**config.mk**
```make
export PLATFORM = sky130hd
export DESIGN_NAME = pfc_crm_timer
export DESIGN_NICKNAME = d
export VERILOG_FILES = /design/src/rtl/pfc_timer_pkg.sv /design/src/rtl/pfc_timer_dp.sv /design/src/rtl/pfc_timer_ctrl.sv /design/src/rtl/pfc_crm_timer.sv
export SDC_FILE = /design/constraint.sdc
export NUM_CORES = 1
export LEC_CHECK = 0
export ABC_CLOCK_PERIOD_IN_PS = 7900
export CAP_MARGIN = 20
export CORE_UTILIZATION = 35
export DETAILED_ROUTE_END_ITERATION = 7
export GPL_TIMING_DRIVEN = 0
export PLACE_DENSITY = 0.54
export SYNTH_ARGS = -nofsm -noshare
export SYNTH_HDL_FRONTEND = slang
export SYNTH_SLANG_ARGS = --single-unit
```
**constraint.sdc**
```tcl
create_clock -name clk -period 7.9 [get_ports clk]
set_input_delay 1.975 -clock clk [delete_from_list [all_inputs] [get_ports clk]]
set_output_delay 1.975 -clock clk [all_outputs]
set_load 0.03 [all_outputs]
```
**src/rtl/pfc_timer_pkg.sv**
```systemverilog
package pfc_timer_pkg;
  // Strobes from the sequencing control to the timing datapath.
  typedef struct packed {
    logic clrCnt;    // restart the phase counter
    logic cycleEnd;  // a full switching cycle has just completed
    logic hold;      // enable is low: park the loop at minimum
    logic gateOn;    // the on phase is active
  } ctl_strobe_t;

  typedef enum logic [1:0] {
    S_IDLE = 2'd0,
    S_ON   = 2'd1,
    S_OFF  = 2'd2
  } pfc_state_t;
endpackage

```
**src/rtl/pfc_timer_dp.sv**
```systemverilog
module pfc_timer_dp
  import pfc_timer_pkg::*;
#(
  parameter int TW         = 12,
  parameter int ON_MIN     = 16,
  parameter int ON_MAX     = 1000,
  parameter int ON_STEP    = 1,
  parameter int UPD_CYCLES = 256,
  parameter int OFF_MAX    = 3000
) (
  input  logic          clk,
  input  logic          rst_n,
  input  ctl_strobe_t   stb,
  input  logic          busHigh,
  input  logic          busLow,
  output logic          onDone,
  output logic          offTimeout,
  output logic [TW-1:0] onTimeQ
);
  localparam int OFF_W = $clog2(OFF_MAX + 1);
  localparam int CW    = (OFF_W > TW) ? OFF_W : TW;
  localparam int DW    = (UPD_CYCLES > 1) ? $clog2(UPD_CYCLES) : 1;

  logic [CW-1:0] phaseCnt;
  logic          update;
  logic [TW:0]   upSum;
  logic [TW-1:0] nextOn;

  // Shared phase counter: counts on-time, then off-time.
  always_ff @(posedge clk) begin
    if (!rst_n || stb.clrCnt) phaseCnt <= '0;
    else                      phaseCnt <= phaseCnt + CW'(1);
  end

  assign onDone     = (phaseCnt == CW'(onTimeQ) - CW'(1));
  assign offTimeout = (phaseCnt == CW'(OFF_MAX - 1));

  // Loop update divider: one update every UPD_CYCLES completed cycles.
  generate
    if (UPD_CYCLES > 1) begin : g_div
      logic [DW-1:0] divCnt;
      always_ff @(posedge clk) begin
        if (!rst_n || stb.hold) divCnt <= '0;
        else if (stb.cycleEnd)
          divCnt <= (divCnt == DW'(UPD_CYCLES - 1)) ? '0 : divCnt + DW'(1);
      end
      assign update = stb.cycleEnd && (divCnt == DW'(UPD_CYCLES - 1));
    end else begin : g_nodiv
      assign update = stb.cycleEnd;
    end
  endgenerate

  // Step and clamp.
  assign upSum = {1'b0, onTimeQ} + (TW+1)'(ON_STEP);
  always_comb begin
    nextOn = onTimeQ;
    if (busHigh && !busLow)
      nextOn = (onTimeQ < TW'(ON_MIN + ON_STEP)) ? TW'(ON_MIN) : onTimeQ - TW'(ON_STEP);
    else if (busLow && !busHigh)
      nextOn = (upSum > (TW+1)'(ON_MAX)) ? TW'(ON_MAX) : upSum[TW-1:0];
  end

  always_ff @(posedge clk) begin
    if (!rst_n || stb.hold) onTimeQ <= TW'(ON_MIN);
    else if (update)        onTimeQ <= nextOn;
  end

  a_r4_window: assert property (@(posedge clk) disable iff (!rst_n)
    (onTimeQ >= TW'(ON_MIN)) && (onTimeQ <= TW'(ON_MAX)));

  a_r2_frozen_on: assert property (@(posedge clk) disable iff (!rst_n)
    (stb.gateOn && $past(stb.gateOn)) |-> $stable(onTimeQ));

  a_r8_park_min: assert property (@(posedge clk) disable iff (!rst_n)
    stb.hold |=> (onTimeQ == TW'(ON_MIN)));

  a_r5_rate: assert property (@(posedge clk) disable iff (!rst_n)
    (!$stable(onTimeQ) && !$past(stb.hold)) |-> $past(stb.cycleEnd));
endmodule

```
**src/rtl/pfc_timer_ctrl.sv**
```systemverilog
module pfc_timer_ctrl
  import pfc_timer_pkg::*;
(
  input  logic        clk,
  input  logic        rst_n,
  input  logic        en,
  input  logic        zcd,
  input  logic        onDone,
  input  logic        offTimeout,
  output ctl_strobe_t stb
);
  pfc_state_t stateQ;
  logic       zcdPrev;
  logic       zcdFall;
  logic       offEnd;

  always_ff @(posedge clk) begin
    if (!rst_n) zcdPrev <= 1'b0;
    else        zcdPrev <= zcd;
  end

  // Falling edge only counts in the off phase.
  assign zcdFall = zcdPrev && !zcd;
  assign offEnd  = (stateQ == S_OFF) && (zcdFall || offTimeout);

  always_ff @(posedge clk) begin
    if (!rst_n || !en) stateQ <= S_IDLE;
    else begin
      case (stateQ)
        S_IDLE:  stateQ <= S_ON;
        S_ON:    if (onDone) stateQ <= S_OFF;
        S_OFF:   if (zcdFall || offTimeout) stateQ <= S_ON;
        default: stateQ <= S_IDLE;
      endcase
    end
  end

  always_comb begin
    stb.hold     = !en;
    stb.gateOn   = (stateQ == S_ON);
    stb.cycleEnd = en && offEnd;
    stb.clrCnt   = !en || (stateQ == S_IDLE) || ((stateQ == S_ON) && onDone) || offEnd;
  end

  a_r1_restart_cause: assert property (@(posedge clk) disable iff (!rst_n)
    ((stateQ == S_ON) && ($past(stateQ) == S_OFF)) |-> $past(zcdFall || offTimeout));

  a_r6_watchdog: assert property (@(posedge clk) disable iff (!rst_n)
    ((stateQ == S_OFF) && offTimeout && en) |=> (stateQ == S_ON));

  a_r7_no_cut: assert property (@(posedge clk) disable iff (!rst_n)
    ((stateQ == S_ON) && !onDone && en) |=> (stateQ == S_ON));
endmodule

```
**src/rtl/pfc_crm_timer.sv**
```systemverilog
module pfc_crm_timer
  import pfc_timer_pkg::*;
#(
  parameter int TW         = 12,
  parameter int ON_MIN     = 16,
  parameter int ON_MAX     = 1000,
  parameter int ON_STEP    = 1,
  parameter int UPD_CYCLES = 256,
  parameter int OFF_MAX    = 3000
) (
  input  logic          clk,
  input  logic          rst_n,
  input  logic          en,
  input  logic          zcd,
  input  logic          busHigh,
  input  logic          busLow,
  output logic          gate,
  output logic [TW-1:0] onTime
);
  ctl_strobe_t stb;
  logic        onDone;
  logic        offTimeout;

  pfc_timer_ctrl u_ctrl (
    .clk(clk), .rst_n(rst_n), .en(en), .zcd(zcd),
    .onDone(onDone), .offTimeout(offTimeout), .stb(stb)
  );

  pfc_timer_dp #(
    .TW(TW), .ON_MIN(ON_MIN), .ON_MAX(ON_MAX), .ON_STEP(ON_STEP),
    .UPD_CYCLES(UPD_CYCLES), .OFF_MAX(OFF_MAX)
  ) u_dp (
    .clk(clk), .rst_n(rst_n), .stb(stb), .busHigh(busHigh), .busLow(busLow),
    .onDone(onDone), .offTimeout(offTimeout), .onTimeQ(onTime)
  );

  // Enable gates the drive directly so a drop acts without a clock edge.
  assign gate = en && stb.gateOn;
endmodule

```
### After elaboration in Yosys (flattened, before gate mapping)

Cells that the tools add are included.

| storage, ports and cells | value |
|---|---|
| input port bits | 6 |
| flip-flop bits (word level) | 35 |
| output and inout bits | 13 |
| word-level logic and storage cells | 49 |

| cells by class | value |
|---|---|
| reduce and logical (&&, ||, !) cells | 23 |
| multiplexer cells | 8 |
| equal/unequal tests | 7 |
| add/subtract/negate cells | 4 |
| order comparisons | 2 |

Operators with widths:

| cell | count |
|---|---|
| $mux W12 | 4 |
| $add A12 B1 Y13 const B | 1 |
| $gt A13 B10 Y1 const B | 1 |
| $add A12 B1 Y12 const B | 1 |
| $eq A12 B12 Y1 | 1 |
| $eq A12 B12 Y1 const B | 1 |
| $lt A12 B5 Y1 const B | 1 |
| $sub A12 B1 Y12 const B | 1 |
| $add A8 B1 Y8 const B | 1 |
| $eq A8 B8 Y1 const B | 1 |
| $logic_and A1 B1 Y1 | 8 |
| $mux W8 | 1 |
| $logic_or A1 B1 Y1 | 6 |
| $pmux W2 S3 | 1 |
| $logic_not A1 Y1 | 5 |
| $mux W2 | 2 |
| $reduce_and A2 Y1 | 2 |
| $eq A2 B1 Y1 const B | 1 |
| $eq A2 B2 Y1 const B | 1 |
| $logic_not A2 Y1 | 1 |
| $ne A2 B1 Y1 const B | 1 |
| $ne A2 B2 Y1 const B | 1 |
| $reduce_bool A2 Y1 | 1 |

### Logic depth before layout (Yosys ltp)

Gate-level depths: netlist (run 1).

| logic depth | value |
|---|---|
| word-level depth | 7 |
| mapped depth | 10 |
| mapped depth without buffers | 8 |

### Cells and area by module

A second synthesis (run 1) with hierarchy kept.

| unflattened totals | value |
|---|---|
| cells, all modules | 313 |
| area, all modules | 2424.8 µm² |

Modules (own cells, without submodules):

| module | sequential area each (µm²) | area each (µm²) | times used | cells each |
|---|---|---|---|---|
| pfc_timer_dp | 640.6 | 2264.7 | 1 | 294 |
| pfc_timer_ctrl | 60.1 | 153.9 | 1 | 18 |
| pfc_crm_timer | 0.0 | 6.3 | 1 | 1 |

### Least setup slack after synthesis (run 1)

Ideal clock, no wire load.

| timing path | value |
|---|---|
| path kind | in2out |
| from | in en |
| to | out gate |
| stages | 2 |
| buffers on the path | 0 |
| arrival time | 2.425 ns |
| slack | 3.500 ns |
| required time | 5.925 ns |
| cell sequence | nand2_1 > nor2_1 |

| on the way | value |
|---|---|
| longest elaborated chain between the ends | 1 |

RTL lines:

| item | line | text |
|---|---|---|
| start: declaration | pfc_crm_timer.sv:13 | `input logic en,` |
| $logic_and A1 B1 Y1 | pfc_crm_timer.sv:38 | `assign gate = en && stb.gateOn;` |
| end: declaration | pfc_crm_timer.sv:17 | `output logic gate,` |

Every way passes these cells.

### Final worst setup path (run 1)

Same ends and word-level chain as after synthesis.

==> results.md, run 1 <==
- Slew margin rel.: 40.8%
- CTS Root Cell: clkbuf_8
- Die H: 88.8 um
- P_sw: 0.0812 mW
- Area growth, synth to finish: 15.0%
- Die Wd: 88.8 um
- Post-CTS Setup Bufs: 0
- Outcome: completed
- # resized after CTS: 0
- Clk slew on worst S/H paths: 0.07 ns
- Layout Cells excl Fill: 471
- Fmax: 0.188 GHz
- DR iter-0 viols: 153
- Post-layout instance area: 3030 um^2
- Maximum buffer depth of the clock tree: 2
- Slew at the pin closest to its max-slew limit: 0.879 ns
- Antenna violations before repair: 0
- Distinct cells, synth: 58
- Startpoint types: input pin
- Reg2reg setup slack: 4.53 ns
- Hold_sp: u_dp.g_div.divCnt[1]$_SDFFE_PP0P_
- RD Place Congestion: 0.915
- Internal: 0.245 mW
- Crit-path slowest cell: clkdlybuf4s50_1
- RSZ-0062 raised after global routing: no
- Top FF cell, synth: dfxtp_1
- Final setup margin: 2.58 ns
- PortBufs: 18
- Register area share after synthesis: 26.6%
- Routed length per instance: 16.2 um
- Critical-path cell list: clkdlybuf4s50_1, nand2_1, nor2_1, clkdlybuf4s50_1
- Grt ovf: 0
- Tmin final: 5.32 ns
- Net Count, Synth: 356
- FILL cells: 774
- Reg2reg path depth: 9
- Critical Path AT: 3.34 ns
- Detail Route Antenna Nets: 0
- Count of pins over their slew limit: 0
- Max-cap violations: 0
- Ant diodes: 0
- IO Pins: 19
- Reg2reg start: u_dp.onTimeQ[0]$_SDFFE_PP0P_
- Clk sink count: 35
- Pleak: 0.975 nW
- H-tree depth: 2
- Hold slack final: 0.539 ns
- Pre-CTS WS: 2.59 ns
- Initial Utilization: 36.4%
- Routed via count: 2698
- Clock skew: 0.0108 ns
- CTS tree: yes
- All-layer global routing usage: 20.6%
- Most used cell, CP: clkdlybuf4s50_1
- Placed instance area: 2950 um^2
- Setup_tns: 0 ns
- Tot Pwr: 0.326 mW
- Hold Fails Final Rpt: 0
- Max VDD drop: 0.0531 mV
- Register Area: 701 um^2
- Period utilization: 67.3%
- YS warnings: 0
- Mean Syn Cell Area: 7.67 um^2
- Critical Path Fanout Max: 5
- Placed cells: 462
- PwrDens: 108 nW/um^2
- Final setup violation count: 0
- Layout cells sized above 1: 5.65%
- Vias per cell: 5.73
- DRC violations left: 0
- Largest net degree at the start of global routing: 11
- Seq pwr share: 54.4%
- Worst Setup Path Type: input pin to output pin
- Gate count after technology mapping: 344
- Combinational share of power: 5.3%
- Post-synth EDFFs: 0
- Clock power frac: 40.3%
- Core Rows: 31
- Mapped cell area: 2640 um^2
- Sw Ratio: 24.9%
- Min-delay worst type: flop to flop
- Std-Cell Core Area: 7250 um^2
- Number of global-route vias before repair: 2471
- DR pass1 iterations: 5
- Multi-input gate area: 1770 um^2
- Routed WL: 7610 um
- Final core occ: 41.8%
- TritonCTS Buffers: 5
- Yosys reg bits: 35
- Worst hold path endpoint: u_dp.g_div.divCnt[1]$_SDFFE_PP0P_
- Clock latency at the later pin of the worst-skew pair: 0.30 ns
- FFs w/ async S/R, synth: 0%
- HPWL after DPL: 5530 um
- Critical Path Max Stage Delay: 0.67 ns
- CP Capture Type: output pin
- Req. time, crit path: 5.93 ns
- R2r endpoint: u_dp.phaseCnt[9]$_SDFF_PP0_
- CTS Hold Bufs: 0
- Final-stage net count: 383
- First-pass GRT wire length: 12400 um
- Hold path depth: 2
- Die area: 7890 um^2
## critical path: cells and delay by family
| kind | cells | cell delay (ns) |
|---|---|---|
| buf+inv | 2 | 1.21 |
| simple gates | 2 | 0.16 |
## power groups by stage
stage / Clock (mW) / Sequential, mW / Combinational [mW]
5_1_grt: 0.141 / 0.177 / 0.0191
3_3_place_gp: 0 / 0.182 / 0.0169
6_report: 0.131 / 0.177 / 0.0174
2_1_floorplan: 0 / 0.181 / 0.00965
3_5_place_dp: 0 / 0.182 / 0.0170
4_1_cts: 0.134 / 0.177 / 0.0171
## layout by cell type (no fill, tap or decap), types with 5 or more instances in the layout
cell type        synthesis  layout
a21oi_1                 21      21
a31oi_1                  5       5
and2_1                   5       5
clkbuf_1                24      26
clkbuf_8                 0       5
clkdlybuf4s50_1          0      18
dfxtp_1                 35      35
ha_1                     6       6
inv_1                   12      12
nand2_1                 21      21
nand2b_1                 5       5
nand3_1                 23      23
nand4_1                  8       8
nor2_1                  27      27
nor3_1                   9       9
nor4_1                  14      14
o211ai_1                 5       5
o21ai_0                 22      22
or4_1                    5       5
xnor2_1                 16      16
xor2_1                  15      15
## area by class of cell
class,instances,share of cell area [%]
multi-input cells,269,58.4
flip-flops and latches,35,23.1
repair buffers,20,6.27
well taps,99,4.08
plain buffers,27,3.88
clock buffers,7,2.52
inverters,13,1.61
clock inverters,1,0.165
## cell usage after synthesis, drive strengths merged, types with 3 or more instances
cell	number	area [um^2]
clkbuf	24	90.1
or4	6	48.8
buf	3	27.5
xnor2	16	140
a21boi	3	22.5
nand3	23	115
o211ai	5	37.5
a31oi	5	31.3
nand2	21	78.8
nor4	15	100
nor2b	4	25.0
and2	5	31.3
o31a	4	35.0
nor3	10	55.1
a21oi	21	105
nand2b	5	31.3
o21ai	22	110
and3	4	25.0
ha	6	75.1
nand4	8	50.1
xor2	15	131
nor2	27	101
inv	12	45.0
dfxtp	35	701
nand3b	4	30.0
a211oi	5	42.5
## worst max-delay path by stage
stage / startpoint / endpoint / slack (ns) / cells after the start
2_1_floorplan: en / gate / 3.50 / 2
5_1_grt: en / gate / 2.50 / 4
6_report: en / gate / 2.58 / 4
4_1_cts: en / gate / 2.58 / 4
3_5_place_dp: en / gate / 2.59 / 4
3_3_place_gp: en / gate / 2.57 / 4
## state kept, by name, summed over array words and instances, names as in the netlist
register and flops:
u_dp.phaseCnt 12, u_ctrl.stateQ 2, u_dp.g_div.divCnt 8, u_dp.onTimeQ 12
u_ctrl.zcdPrev 1
## layer usage
layer  track usage, %  vias to the layer above  wire [um]
met1             28.1                     1250       3550
met3             2.99                       18        399
met2             31.5                      105       3440
met4             10.3                        0        227
met5                0                        -          0
li1                 -                     1325          -
## cell families after synthesis
kind of cell	synth area share, %
flops	26.6
fa+ha+maj	2.84
simple gates	29.6
buf+inv	6.31
xor+xnor	10.3
compound gates	24.0
mux	0.379
No activity file was read; power rests on OpenSTA's default activity.
==> run 2: changes to the inputs <==
Settings changed: ABC_CLOCK_PERIOD_IN_PS 7900 to 5300.
Clock period 7.9 ns to 5.3 ns, I/O delays scaled along.
==> results of run 2 <==
The final DEF is identical to that of run 1. Status: completed.
Among the figures that moved: setup slack after placement 2.59 ns -> 1.29 ns; setup slack after layout 2.58 ns -> 1.28 ns; register-to-register setup slack 4.53 ns -> 1.93 ns; total power 0.326 mW -> 0.486 mW; worst IR drop on VDD 0.0531 mV -> 0.0791 mV
==> run 3: changes to the inputs <==
Settings changed: ABC_CLOCK_PERIOD_IN_PS 5300 to 4100.
Clock period 5.3 ns to 4.1 ns, I/O delays scaled along.
==> results of run 3 <==
The final DEF is identical to that of run 1. Status: completed.
Among the figures that moved: setup slack after placement 2.59 ns -> 0.568 ns; setup slack after layout 2.58 ns -> 0.684 ns; register-to-register setup slack 4.53 ns -> 0.73 ns; total power 0.326 mW -> 0.629 mW; worst IR drop on VDD 0.0531 mV -> 0.102 mV
